==> src/rtl/swz_pkg.sv <==
package swz_pkg;
  localparam int unsigned LANES   = 4;
  localparam int unsigned LANE_W  = 32;
  localparam int unsigned SEL_W   = 3;
  localparam int unsigned IMM_W   = LANES * SEL_W;
  localparam int unsigned VEC_W   = LANES * LANE_W;

  typedef enum logic [1:0] {
    SRC_COPY,
    SRC_CONST,
    SRC_KEEP
  } lane_kind_e;

  typedef struct packed {
    lane_kind_e kind;
    logic [1:0] idx;
    logic       one;
    logic       bad;
  } lane_ctl_t;
endpackage

==> src/rtl/swz_imm_gather.sv <==
module swz_imm_gather #(
  parameter int unsigned INSN_W = 32,
  parameter int unsigned LO_POS = 16,
  parameter int unsigned LO_W   = 10,
  parameter int unsigned HI_POS = 29,
  parameter int unsigned HI_W   = 2
) (
  input  logic [INSN_W-1:0]    insn,
  output logic [LO_W+HI_W-1:0] imm
);
  assign imm = {insn[HI_POS +: HI_W], insn[LO_POS +: LO_W]};
endmodule

==> src/rtl/swz_sel_decode.sv <==
module swz_sel_decode
  import swz_pkg::*;
(
  input  logic [SEL_W-1:0] sel,
  output lane_ctl_t        ctl
);
  always_comb begin
    ctl      = '0;
    ctl.kind = SRC_KEEP;
    ctl.idx  = sel[1:0];
    if (!sel[2]) begin
      ctl.kind = SRC_COPY;
    end else begin
      case (sel[1:0])
        2'b00: ctl.kind = SRC_CONST;
        2'b01: begin
          ctl.kind = SRC_CONST;
          ctl.one  = 1'b1;
        end
        2'b10: ctl.kind = SRC_KEEP;
        default: begin
          ctl.kind = SRC_KEEP;
          ctl.bad  = 1'b1;
        end
      endcase
    end
  end
endmodule

==> src/rtl/swz_lane_mux.sv <==
module swz_lane_mux
  import swz_pkg::*;
#(
  parameter int unsigned W         = LANE_W,
  parameter int unsigned N         = LANES,
  parameter logic [W-1:0] ONE_FP   = W'(32'h3F80_0000),
  parameter logic [W-1:0] ONE_INT  = W'(1)
) (
  input  lane_ctl_t        ctl,
  input  logic             float_mode,
  input  logic [N*W-1:0]   src,
  input  logic [W-1:0]     old_lane,
  output logic [W-1:0]     res
);
  logic [W-1:0] picked;
  logic [W-1:0] konst;

  assign picked = src[ctl.idx*W +: W];
  assign konst  = ctl.one ? (float_mode ? ONE_FP : ONE_INT) : '0;

  always_comb begin
    case (ctl.kind)
      SRC_COPY:  res = picked;
      SRC_CONST: res = konst;
      default:   res = old_lane;
    endcase
  end
endmodule

==> src/rtl/swz_unit.sv <==
module swz_unit
  import swz_pkg::*;
#(
  parameter int unsigned INSN_W = 32
) (
  input  logic              clk,
  input  logic              rst,
  input  logic              in_valid,
  input  logic [INSN_W-1:0] insn,
  input  logic              float_mode,
  input  logic [VEC_W-1:0]  src_vec,
  input  logic [VEC_W-1:0]  old_dst,
  output logic              out_valid,
  output logic [VEC_W-1:0]  out_vec,
  output logic              out_illegal
);
  logic [IMM_W-1:0] imm;
  logic [VEC_W-1:0] nxt_vec;
  logic [LANES-1:0] lane_bad;

  swz_imm_gather #(.INSN_W(INSN_W)) u_gather (
    .insn (insn),
    .imm  (imm)
  );

  for (genvar k = 0; k < LANES; k++) begin : g_lane
    lane_ctl_t ctl;
    swz_sel_decode u_dec (
      .sel (imm[k*SEL_W +: SEL_W]),
      .ctl (ctl)
    );
    swz_lane_mux u_mux (
      .ctl        (ctl),
      .float_mode (float_mode),
      .src        (src_vec),
      .old_lane   (old_dst[k*LANE_W +: LANE_W]),
      .res        (nxt_vec[k*LANE_W +: LANE_W])
    );
    assign lane_bad[k] = ctl.bad;
  end

  always_ff @(posedge clk) begin
    if (rst) begin
      out_valid   <= 1'b0;
      out_illegal <= 1'b0;
      out_vec     <= '0;
    end else begin
      out_valid <= in_valid;
      if (in_valid) begin
        out_vec     <= nxt_vec;
        out_illegal <= |lane_bad;
      end
    end
  end
endmodule

==> config.mk <==
export PLATFORM = sky130hd
export DESIGN_NAME = swz_unit
export DESIGN_NICKNAME = d
export VERILOG_FILES = /design/src/rtl/swz_pkg.sv /design/src/rtl/swz_imm_gather.sv /design/src/rtl/swz_sel_decode.sv /design/src/rtl/swz_lane_mux.sv /design/src/rtl/swz_unit.sv
export SDC_FILE = /design/constraint.sdc
export NUM_CORES = 1
export LEC_CHECK = 0
export ABC_CLOCK_PERIOD_IN_PS = 2000
export BUFFER_PORTS_ARGS = -buffer_cell sky130_fd_sc_hd__buf_2
export CAP_MARGIN = 0
export CORE_MARGIN = 1.5
export CORE_UTILIZATION = 35
export DETAILED_ROUTE_END_ITERATION = 16
export PLACE_DENSITY = 0.68
export REMOVE_ABC_BUFFERS = 1
export SKIP_CTS_REPAIR_TIMING = 1
export SLEW_MARGIN = 10
export SYNTH_ARGS = -nofsm -noshare
export SYNTH_HDL_FRONTEND = slang
export SYNTH_SLANG_ARGS = --single-unit
==> constraint.sdc <==
create_clock -name clk -period 2 [get_ports clk]
set_input_delay 0.2 -clock clk [delete_from_list [all_inputs] [get_ports clk]]
set_output_delay 0.2 -clock clk [all_outputs]
set_load 0.02 [all_outputs]
==> impl_metrics.py <==
metrics = {
    "logic_synthesis": {
        "yosys_warnings": 0,
        "syn_inst": 1065,
        "synth.top_cell.area_share_pct": 27.02,
        "ys_ff_latch": 130,
        "ys_types": 26,
        "synth_area_leader_cell": "dfxtp_1",
        "syn_avg_cell_area_sq_um": 9.044,
        "ys_seq_area_share_pct": 27.02,
        "synth_area_sq_um": 9632,
        "synth_area_leaders": "dfxtp_1 (27%), mux2_1 (18%), mux2_2 (11%), a211oi_1 (7.8%), a221oi_1 (7.2%)",
    },
    "detailed_routing": {
        "num_vias": 10610,
        "drtPass1Iterations": 5,
        "drt_iter0_markers": 816,
        "drc": 0,
        "wl_microns": 41230,
        "ant_nets": 0,
        "routedWlPerCell_microns": 23.15,
        "vias_per_cell": 5.956,
    },
    "global_route": {
        "grt_use_total_pct": 28.03,
        "grt_max_degree": 135,
        "grt_pass1_vias": 10350,
        "grt_antenna_before_repair": 4,
        "grt.overflow.total": 0,
        "grt_pass1_wl_microns": 61210,
    },
    "placement": {
        "placedInstanceArea_sq_um": 12110,
        "hpwl_microns": 29250,
        "io_buffers": 401,
        "place_congestion": 0.8825,
    },
    "sta": {
        "fin_crit_sh_pct": 68.15,
        "fin_crit_ps": 1363,
        "finalSetupViolCount": 0,
        "finClkSkew_ps": 0,
        "hold_viol": 0,
        "slew_headroom_pct": 40.93,
        "fmax_ghz": 0.7337,
        "report.final.slew_viol_count": 0,
        "fin_tns_setup_ps": 0,
        "tightestPinTransition_ps": 886.0,
        "rsz0062_at_grt": "false",
    },
    "die": {
        "start_util_pct": 35.74,
        "die-height_microns": 168.9,
        "rows": 60,
        "ioPinCount": 422,
        "core_sq_um": 26950,
        "die_w_microns": 168.9,
        "die_area_sq_um": 28520,
    },
    "clock_tree": {
        "clk_pin_slew_ps": 70,
        "clock_path_buffers": 2,
        "root_buffer": "clkbuf_16",
        "cts_tree": "done",
        "numCtsBuffers": 17,
        "clkLatencyLatePin_ps": 410,
        "clock_sinks": 130,
        "cts.htree.levels": 4,
    },
    "worst_setup_path": {
        "rr_startpoint": "out_vec[27]$_SDFFE_PP0P_",
        "cp_data_arrival_time_ps": 1700,
        "crit_type": "input pin to register",
        "reg2reg_depth": 2,
        "r2r-end": "out_vec[27]$_SDFFE_PP0P_",
        "crit_required_ps": 2330,
        "crit_path_end_kind": "register",
        "critPathMaxFanout": 24,
        "crit_path_end": "out_vec[16]$_SDFFE_PP0P_",
        "worstSetupStartpointType": "input pin",
        "cp-startpoint": "insn[17]",
        "rrSetupSlack_ps": 1200,
    },
    "power": {
        "vdd_ir_drop_max_mv": 0.4505,
        "p_leak_uw": 0.005339,
        "power_density_nw_per_um2": 666.8,
    },
    "run": {
        "maxCapViolCount": 0,
    },
    "layout": {
        "final_cell_mix": "buf_2 (395), mux2_1 (152), nor2_1 (130), dfxtp_1 (130), nand2_1 (129)",
        "finalInstanceArea_sq_um": 12680,
        "drive_gt1_share_pct": 43.28,
        "syn_to_final_growth_pct": 31.68,
        "final_common_cell": "buf_2",
        "final_nets": 1716,
    },
    "min_path": {
        "hold_path_class": "input pin to register",
    },
    "run_status": {
        "status": "complete, no violations",
    },
}
-- power by group --
part / internal [uW] / switching (uW)
Sequential: 2790 / 107
Combinational: 1010 / 1390
Clock: 1770 / 1400
-- cell families after synthesis --
| kind of cell | Yosys count | synth area share, % |
|---|---|---|
| and+or+nand+nor | 305 | 12.98 |
| AOI/OAI and AO/OA | 258 | 23.28 |
| muxes | 252 | 29.93 |
| DFF | 130 | 27.02 |
| buffers and inverters | 120 | 6.794 |
-- routing by layer --
| layer | global-route usage (%) | wire [microns] |
|---|---|---|
| met5 | 0 | 12 |
| met4 | 12.34 | 1483 |
| met3 | 5.939 | 3808 |
| met2 | 46.89 | 19240 |
| met1 | 34.65 | 16680 |
-- critical path, stage by stage --
cell and delay (ps):
buf_2 230, and2_2 780, a221oi_1 230, a211oi_1 240
-- through the flow --
step | utilization, % | power [uW] | setup WS (ps) | hold slack, ps | instances
3_5_place_dp | 44.92 | 5317 | 244.0 | 473.0 | 1746
3_3_place_gp | 44.92 | 5285 | 282.5 | 465.0 | 1746
5_1_grt | 47.06 | 8808 | 542.4 | 138.5 | 1781
4_1_cts | 47.03 | 8503 | 687.3 | 110.5 | 1778
6_report | 47.06 | 8458 | 637.0 | 131.9 | 1781
2_1_floorplan | - | 4087 | 64.59 | 266.7 | 950
-- flip-flops by register name, indices dropped and copies added (netlist names) --
register / count
out_vec: 128
out_illegal: 1
out_valid: 1
-- final cells by class --
cell class | count | area (sq um)
diodes | 3 | 7.507
clock inverters | 13 | 127.6
well taps | 341 | 426.7
clock buffers | 19 | 442.9
flip-flops and latches | 130 | 2603
multi-input cells | 815 | 6440
repair buffers | 455 | 2615
inverters | 5 | 21.27
fillers | 2653 | 14270
-- worst min path at each step --
stage                        startpoint                       end  slack, ps  cells past startpoint
2_1_floorplan                       rst      out_valid$_SDFF_PP0_        270                      1
3_3_place_gp   out_vec[32]$_SDFFE_PP0P_  out_vec[32]$_SDFFE_PP0P_        470                      2
3_5_place_dp   out_vec[50]$_SDFFE_PP0P_  out_vec[50]$_SDFFE_PP0P_        470                      2
4_1_cts                     old_dst[51]  out_vec[51]$_SDFFE_PP0P_        110                      3
5_1_grt                     old_dst[51]  out_vec[51]$_SDFFE_PP0P_        140                      3
6_report                    old_dst[51]  out_vec[51]$_SDFFE_PP0P_        130                      3
-- cells in the mapped netlist --
library cell and n:
a22oi_1 7, and3_1 1, nor2_1 134, nand2b_1 21, buf_6 10, nor3_1 4, mux2_1 152, nor2b_1 4
mux4_2 4, mux2_2 96, and2_1 4, clkbuf_1 34, a41oi_2 4, inv_2 2, o211ai_1 21, a211oi_1 100
inv_1 3, a221oi_2 18, a311oi_1 29, nor3b_1 4, a221oi_1 79, buf_2 55, nor4_1 4, buf_4 16
dfxtp_1 130, nand2_1 129
No activity file was read; power rests on OpenSTA's default activity.
